### config.mk
export PLATFORM = sky130hd
export DESIGN_NAME = posted_wr_merger
export DESIGN_NICKNAME = d
export VERILOG_FILES = /design/src/rtl/wpm_pkg.sv /design/src/rtl/wpm_queue.sv /design/src/rtl/wpm_merge_ctl.sv /design/src/rtl/wpm_barrier.sv /design/src/rtl/posted_wr_merger.sv
export SDC_FILE = /design/constraint.sdc
export NUM_CORES = 1
export LEC_CHECK = 0
export CORE_ASPECT_RATIO = 1.25
export CORE_MARGIN = 3
export CORE_UTILIZATION = 35
export CTS_BUF_LIST = sky130_fd_sc_hd__clkbuf_2 sky130_fd_sc_hd__clkbuf_4 sky130_fd_sc_hd__clkbuf_8
export DETAILED_ROUTE_END_ITERATION = 7
export DONT_BUFFER_PORTS = 1
export MAX_ROUTING_LAYER = met4
export PLACE_DENSITY = 0.59
export SLEW_MARGIN = 5
export SYNTH_ARGS = -nofsm -noshare
export SYNTH_HDL_FRONTEND = slang
export SYNTH_HIERARCHICAL = 1
export SYNTH_SLANG_ARGS = --single-unit
### constraint.sdc
create_clock -name clk -period 7.9 [get_ports clk]
set_clock_uncertainty 0.15 [all_clocks]
set_input_delay 0.79 -clock clk [delete_from_list [all_inputs] [get_ports clk]]
set_output_delay 0.79 -clock clk [all_outputs]
set_load 0.03 [all_outputs]
### src/rtl/wpm_pkg.sv
package wpm_pkg;

    localparam int DATA_W = 32;
    localparam int LANES  = DATA_W / 8;

    typedef struct packed {
        logic             io;
        logic [LANES-1:0] be;
        logic [DATA_W-1:0] data;
    } wr_payload_t;

    typedef enum logic [1:0] {
        BR_IDLE  = 2'd0,
        BR_DRAIN = 2'd1,
        BR_WAIT  = 2'd2
    } bar_state_e;

    // Overlay the enabled lanes of new_d onto old_d.
    function automatic logic [DATA_W-1:0] lane_merge(
        input logic [DATA_W-1:0] old_d,
        input logic [DATA_W-1:0] new_d,
        input logic [LANES-1:0]  new_be
    );
        logic [DATA_W-1:0] r;
        r = old_d;
        for (int i = 0; i < LANES; i++) begin
            if (new_be[i]) r[i*8 +: 8] = new_d[i*8 +: 8];
        end
        return r;
    endfunction

endpackage

### src/rtl/wpm_queue.sv
module wpm_queue
    import wpm_pkg::*;
#(
    parameter int ADDR_W = 30,
    parameter int DEPTH  = 4,
    localparam int PW = (DEPTH > 1) ? $clog2(DEPTH) : 1,
    localparam int CW = $clog2(DEPTH + 1)
) (
    input  logic              clk,
    input  logic              rst,
    input  logic              push,
    input  logic [ADDR_W-1:0] push_addr,
    input  wr_payload_t       push_pl,
    input  logic              merge,
    input  logic [LANES-1:0]  merge_be,
    input  logic [DATA_W-1:0] merge_data,
    input  logic              pop,
    output logic              empty,
    output logic              full,
    output logic              single,
    output logic [CW-1:0]     count,
    output logic [ADDR_W-1:0] head_addr,
    output wr_payload_t       head_pl,
    output logic [ADDR_W-1:0] tail_addr,
    output logic              tail_io
);

    logic [ADDR_W-1:0] addr_q [DEPTH];
    wr_payload_t       pl_q   [DEPTH];
    logic [PW-1:0]     rd_ptr;
    logic [PW-1:0]     wr_ptr;
    logic [PW-1:0]     last_ptr;

    function automatic logic [PW-1:0] bump(input logic [PW-1:0] p);
        return (p == PW'(DEPTH - 1)) ? '0 : p + 1'b1;
    endfunction

    assign last_ptr  = (wr_ptr == '0) ? PW'(DEPTH - 1) : wr_ptr - 1'b1;
    assign empty     = (count == '0);
    assign full      = (count == CW'(DEPTH));
    assign single    = (count == CW'(1));
    assign head_addr = addr_q[rd_ptr];
    assign head_pl   = pl_q[rd_ptr];
    assign tail_addr = addr_q[last_ptr];
    assign tail_io   = pl_q[last_ptr].io;

    // Slot storage: a push fills the slot at wr_ptr, a merge updates the youngest slot.
    always_ff @(posedge clk) begin
        for (int s = 0; s < DEPTH; s++) begin
            if (push && wr_ptr == PW'(s)) begin
                addr_q[s] <= push_addr;
                pl_q[s]   <= push_pl;
            end else if (merge && last_ptr == PW'(s)) begin
                pl_q[s].be   <= pl_q[s].be | merge_be;
                pl_q[s].data <= lane_merge(pl_q[s].data, merge_data, merge_be);
            end
        end
    end

    always_ff @(posedge clk) begin
        if (rst) begin
            rd_ptr <= '0;
            wr_ptr <= '0;
            count  <= '0;
        end else begin
            if (push) wr_ptr <= bump(wr_ptr);
            if (pop)  rd_ptr <= bump(rd_ptr);
            case ({push, pop})
                2'b10:   count <= count + 1'b1;
                2'b01:   count <= count - 1'b1;
                default: ;
            endcase
        end
    end

    assert_no_overflow_R6: assert property (@(posedge clk) disable iff (rst)
        (push && !pop) |-> (count < CW'(DEPTH)));

    assert_merge_has_target_R2: assert property (@(posedge clk) disable iff (rst)
        merge |-> !empty);

    assert_no_underflow_R1: assert property (@(posedge clk) disable iff (rst)
        pop |-> !empty);

endmodule

### src/rtl/wpm_merge_ctl.sv
module wpm_merge_ctl
    import wpm_pkg::*;
#(
    parameter int ADDR_W = 30
) (
    input  logic              up_valid,
    input  logic              up_is_read,
    input  logic              up_is_io,
    input  logic [ADDR_W-1:0] up_addr,
    input  logic [LANES-1:0]  up_be,
    input  logic              q_empty,
    input  logic              q_full,
    input  logic              q_single,
    input  logic              pop,
    input  logic [ADDR_W-1:0] tail_addr,
    input  logic              tail_io,
    input  logic              bar_idle,
    output logic              up_ready,
    output logic              push,
    output logic              merge,
    output logic              drop,
    output logic              rd_accept
);

    logic tail_leaving;
    logic can_merge;
    logic zero_be;
    logic fire;

    // The youngest entry is off limits when it is also the head being handed over.
    assign tail_leaving = pop && q_single;
    assign can_merge    = !q_empty && !tail_leaving && !up_is_io && !tail_io
                          && (tail_addr == up_addr);
    assign zero_be      = ~|up_be;

    assign up_ready  = bar_idle && (up_is_read || zero_be || can_merge || !q_full);
    assign fire      = up_valid && up_ready;
    assign rd_accept = fire && up_is_read;
    assign drop      = fire && !up_is_read && zero_be;
    assign merge     = fire && !up_is_read && !zero_be && can_merge;
    assign push      = fire && !up_is_read && !zero_be && !can_merge;

endmodule

### src/rtl/wpm_barrier.sv
module wpm_barrier
    import wpm_pkg::*;
#(
    parameter int ADDR_W = 30
) (
    input  logic              clk,
    input  logic              rst,
    input  logic              rd_accept,
    input  logic [ADDR_W-1:0] in_addr,
    input  logic [LANES-1:0]  in_be,
    input  logic              in_io,
    input  logic              q_empty,
    input  logic              dn_ready,
    input  logic              dn_rsp_valid,
    output logic              idle,
    output logic              rd_req,
    output logic [ADDR_W-1:0] rd_addr,
    output logic [LANES-1:0]  rd_be,
    output logic              rd_io,
    output logic              rsp_ok
);

    bar_state_e state;

    assign idle   = (state == BR_IDLE);
    assign rd_req = (state == BR_DRAIN) && q_empty;
    assign rsp_ok = (state == BR_WAIT) && dn_rsp_valid;

    always_ff @(posedge clk) begin
        if (rd_accept) begin
            rd_addr <= in_addr;
            rd_be   <= in_be;
            rd_io   <= in_io;
        end
    end

    always_ff @(posedge clk) begin
        if (rst) begin
            state <= BR_IDLE;
        end else begin
            case (state)
                BR_IDLE:  if (rd_accept)           state <= BR_DRAIN;
                BR_DRAIN: if (rd_req && dn_ready)  state <= BR_WAIT;
                BR_WAIT:  if (dn_rsp_valid)        state <= BR_IDLE;
                default:                           state <= BR_IDLE;
            endcase
        end
    end

    assert_accept_only_idle_R8: assert property (@(posedge clk) disable iff (rst)
        rd_accept |-> (state == BR_IDLE));

endmodule

### src/rtl/posted_wr_merger.sv
module posted_wr_merger
    import wpm_pkg::*;
#(
    parameter int ADDR_W = 30,
    parameter int DEPTH  = 4
) (
    input  logic              clk,
    input  logic              rst,
    input  logic              up_valid,
    output logic              up_ready,
    input  logic              up_is_read,
    input  logic              up_is_io,
    input  logic [ADDR_W-1:0] up_addr,
    input  logic [3:0]        up_be,
    input  logic [31:0]       up_wdata,
    output logic              up_rsp_valid,
    output logic [31:0]       up_rsp_data,
    output logic              dn_valid,
    input  logic              dn_ready,
    output logic              dn_is_read,
    output logic              dn_is_io,
    output logic [ADDR_W-1:0] dn_addr,
    output logic [3:0]        dn_be,
    output logic [31:0]       dn_wdata,
    input  logic              dn_rsp_valid,
    input  logic [31:0]       dn_rsp_data
);

    localparam int CW = $clog2(DEPTH + 1);

    logic              push, merge, drop, rd_accept, pop;
    logic              q_empty, q_full, q_single, tail_io;
    logic [CW-1:0]     q_count;
    logic [ADDR_W-1:0] head_addr, tail_addr;
    wr_payload_t       head_pl, push_pl;
    logic              bar_idle, rd_req, rd_io, rsp_ok;
    logic [ADDR_W-1:0] rd_addr;
    logic [LANES-1:0]  rd_be;

    assign push_pl = '{io: up_is_io, be: up_be, data: up_wdata};
    assign pop     = dn_ready && !q_empty;

    wpm_merge_ctl #(.ADDR_W(ADDR_W)) u_ctl (
        .up_valid   (up_valid),
        .up_is_read (up_is_read),
        .up_is_io   (up_is_io),
        .up_addr    (up_addr),
        .up_be      (up_be),
        .q_empty    (q_empty),
        .q_full     (q_full),
        .q_single   (q_single),
        .pop        (pop),
        .tail_addr  (tail_addr),
        .tail_io    (tail_io),
        .bar_idle   (bar_idle),
        .up_ready   (up_ready),
        .push       (push),
        .merge      (merge),
        .drop       (drop),
        .rd_accept  (rd_accept)
    );

    wpm_queue #(.ADDR_W(ADDR_W), .DEPTH(DEPTH)) u_q (
        .clk        (clk),
        .rst        (rst),
        .push       (push),
        .push_addr  (up_addr),
        .push_pl    (push_pl),
        .merge      (merge),
        .merge_be   (up_be),
        .merge_data (up_wdata),
        .pop        (pop),
        .empty      (q_empty),
        .full       (q_full),
        .single     (q_single),
        .count      (q_count),
        .head_addr  (head_addr),
        .head_pl    (head_pl),
        .tail_addr  (tail_addr),
        .tail_io    (tail_io)
    );

    wpm_barrier #(.ADDR_W(ADDR_W)) u_bar (
        .clk          (clk),
        .rst          (rst),
        .rd_accept    (rd_accept),
        .in_addr      (up_addr),
        .in_be        (up_be),
        .in_io        (up_is_io),
        .q_empty      (q_empty),
        .dn_ready     (dn_ready),
        .dn_rsp_valid (dn_rsp_valid),
        .idle         (bar_idle),
        .rd_req       (rd_req),
        .rd_addr      (rd_addr),
        .rd_be        (rd_be),
        .rd_io        (rd_io),
        .rsp_ok       (rsp_ok)
    );

    always_comb begin
        dn_valid   = !q_empty || rd_req;
        dn_is_read = 1'b0;
        dn_addr    = head_addr;
        dn_be      = head_pl.be;
        dn_wdata   = head_pl.data;
        dn_is_io   = head_pl.io;
        if (q_empty) begin
            dn_is_read = rd_req;
            dn_addr    = rd_addr;
            dn_be      = rd_be;
            dn_wdata   = '0;
            dn_is_io   = rd_io;
        end
    end

    assign up_rsp_valid = rsp_ok;
    assign up_rsp_data  = dn_rsp_data;

    assert_io_never_merges_R4: assert property (@(posedge clk) disable iff (rst)
        merge |-> !up_is_io);

    assert_zero_be_no_change_R7: assert property (@(posedge clk) disable iff (rst)
        (drop && !pop) |=> (q_count == $past(q_count)));

    assert_read_after_drain_R8: assert property (@(posedge clk) disable iff (rst)
        (dn_valid && dn_is_read) |-> q_empty);

    assert_blocked_during_read_R8: assert property (@(posedge clk) disable iff (rst)
        !bar_idle |-> !up_ready);

    assert_release_after_rsp_R9: assert property (@(posedge clk) disable iff (rst)
        up_rsp_valid |=> bar_idle);

endmodule

==> metrics.md <==
| Metric | Value |
|---|---|
| Status | `complete, no violations` |
| Via density | `5.20` |
| Final GP Congestion | `0.754` |
| Initial DRT Pass Iterations | `4` |
| Final Net Count | `996` |
| Worst-Skew Late Latency | `0.58 ns` |
| Sum Neg Setup Slack | `0 ns` |
| DRT Wirelength | `35400 microns` |
| Synth warn | `6` |
| Clock sinks | `314` |
| Critical path fanouts, max | `36` |
| Syn avg cell area | `17.3 sq um` |
| N_diodes | `0` |
| I/O pins | `208` |
| HPWL Detailed | `22600 microns` |
| Die width | `195 microns` |
| Remaining DRCs | `0` |
| Total gr overflow | `0` |
| Setup Viol. Count Final | `0` |
| Final Hold Viols | `0` |
| Syn Nets | `1020` |
| Period minus WS final | `6.06 ns` |
| Critical Path AT | `6.23 ns` |
| P&R area growth vs syn | `7.44%` |
| Avg WL per Cell | `23.8 microns` |
| Hold/Removal Path Class | `input pin to flip-flop` |
| Die height | `242 microns` |
| Inserted Clock Buffers | `53` |
| Worst hold slack | `0.131 ns` |
| ANT nets after route | `0` |
| H-tree levels | `2` |
| Post-Syn Area | `15700 sq um` |
| Core area | `44100 sq um` |
| CTS root buffer | `clkbuf_8` |
| Hold Crit Depth | `1` |
| Met1 WL | `13700 microns` |
| Initial antenna violation count | `0` |
| Number of gates resized after CTS | `0` |
| Hold_buf cts | `0` |
| Initial DRC count | `445` |
| Power Density | `286 nW/um^2` |
| Relative slew slack | `27.1%` |
| Routed wl met3 | `2780 microns` |
| FF-to-FF path depth | `14` |
| DIE AREA | `47300 sq um` |
| FP Rows | `86` |
| Crit share post-route | `76.8%` |
| Starting Density | `35.5%` |
| Worst vdd ir | `0.185 mV` |
| Area after DPL | `15800 sq um` |
| Post-Layout Inst Area | `16800 sq um` |
| CTS max path bufs | `3` |
| First-pass GRT wire length | `53000 microns` |
| Max Slew Vio Count | `0` |
| Largest net degree at the start of global routing | `56` |
| Fmax | `165 MHz` |
| Postcts setup bufs | `0` |
| CTS tree | `built` |
| Post-Syn Instances | `904` |
| Via count | `7747` |
| Top layer in use | `met4` |
| Maximum capacitance violations | `0` |
| Layout cells sized above 1 | `34.5%` |
| Total GRT Usage | `15.2%` |
| Leak pwr | `5.54 nW` |
| Slew @ Worst Pin | `1.09 ns` |
| Unrepaired setup endpoints after global routing | `false` |
| Vias in the first global route | `8300` |
| CP endpoint kind | `flip-flop` |
| Buffers on Ports | `0` |
| CP Class | `flip-flop to flip-flop` |
| CP startpoint kind | `flip-flop` |
| Clock Pin Slew Worst Setup and Hold Paths | `0.06 ns` |
| Data required time at the worst endpoint | `8.07 ns` |
| WL met2 | `18300 microns` |
| Total power | `4.81 mW` |
[where the power goes]
part / switching, mW / leakage, nW / internal [mW]
clock: 0.617 / 0.567 / 0.809
sequential: 0.0651 / 2.93 / 1.90
combinational: 0.912 / 2.03 / 0.511
total: 1.59 / 5.54 / 3.22
[metrics by stage]
step	instances	setup slack [ns]	utilization, %
after detailed placement	1397	1.70	35.7
final	1490	1.84	38.1
after CTS	1490	1.68	38.1
after floorplan	904	3.61	-
after global placement	1397	1.76	35.7
after global routing	1490	1.45	38.1
[sequential cells by signal (all words and copies together) (netlist names), named ones only]
signal,count
u_bar/rd_addr,30
u_bar/rd_be,4
u_bar/rd_io,1
u_bar/state,2
u_q/addr_q,120
u_q/count,3
u_q/pl_q,148
u_q/rd_ptr,2
u_q/wr_ptr,2
[area by class of cell]
cell class / instances / area (sq um)
fill: 4109 / 27300
inverter: 11 / 41.3
timing repair buffer: 8 / 60.1
tap: 572 / 716
clock buffer: 85 / 1020
multi-input combinational: 492 / 5620
clock inverter: 8 / 37.5
sequential: 314 / 9330
[per-layer routing]
layer,vias up,track usage (%)
met5,-,-
met3,44,4.79
met1,3924,17.5
li1,3508,-
met4,0,3.57
met2,271,25.8
[layout by cell type (no fill, tap or decap), types with 26 or more instances in the layout]
master,instances
mux4_2,96
edfxtp_1,303
nor2b_1,34
a21oi_1,28
nand2_1,47
clkbuf_8,61
a22o_1,32
mux2_4,35
mux2_2,65
mux2_1,31
nor2_1,26
[worst paths after layout]
kind	slack, ns	start	end
max	1.84	u_q/wr_ptr[0]	u_q/pl_q[1][4]
min	0.13	rst	u_q/count[2]
max reg2reg	1.84	u_q/wr_ptr[0]	u_q/pl_q[1][4]
min reg2reg	0.37	u_q/rd_ptr[1]	flip-flop
[critical path: stages, from the launching register on]
cell and delay (ns):
dfxtp_1 0.48, inv_1 0.11, ha_1 0.31, nor2b_4 0.61, buf_4 0.35, mux4_1 0.59, xor2_1 0.16, nor4_1 0.46
nand4_1 0.19, nor4_2 0.35, nor2_1 0.31, nand2_4 0.19, inv_2 0.37, nor2_8 0.74, mux2_2 0.41
No activity file was read; power rests on OpenSTA's default activity.
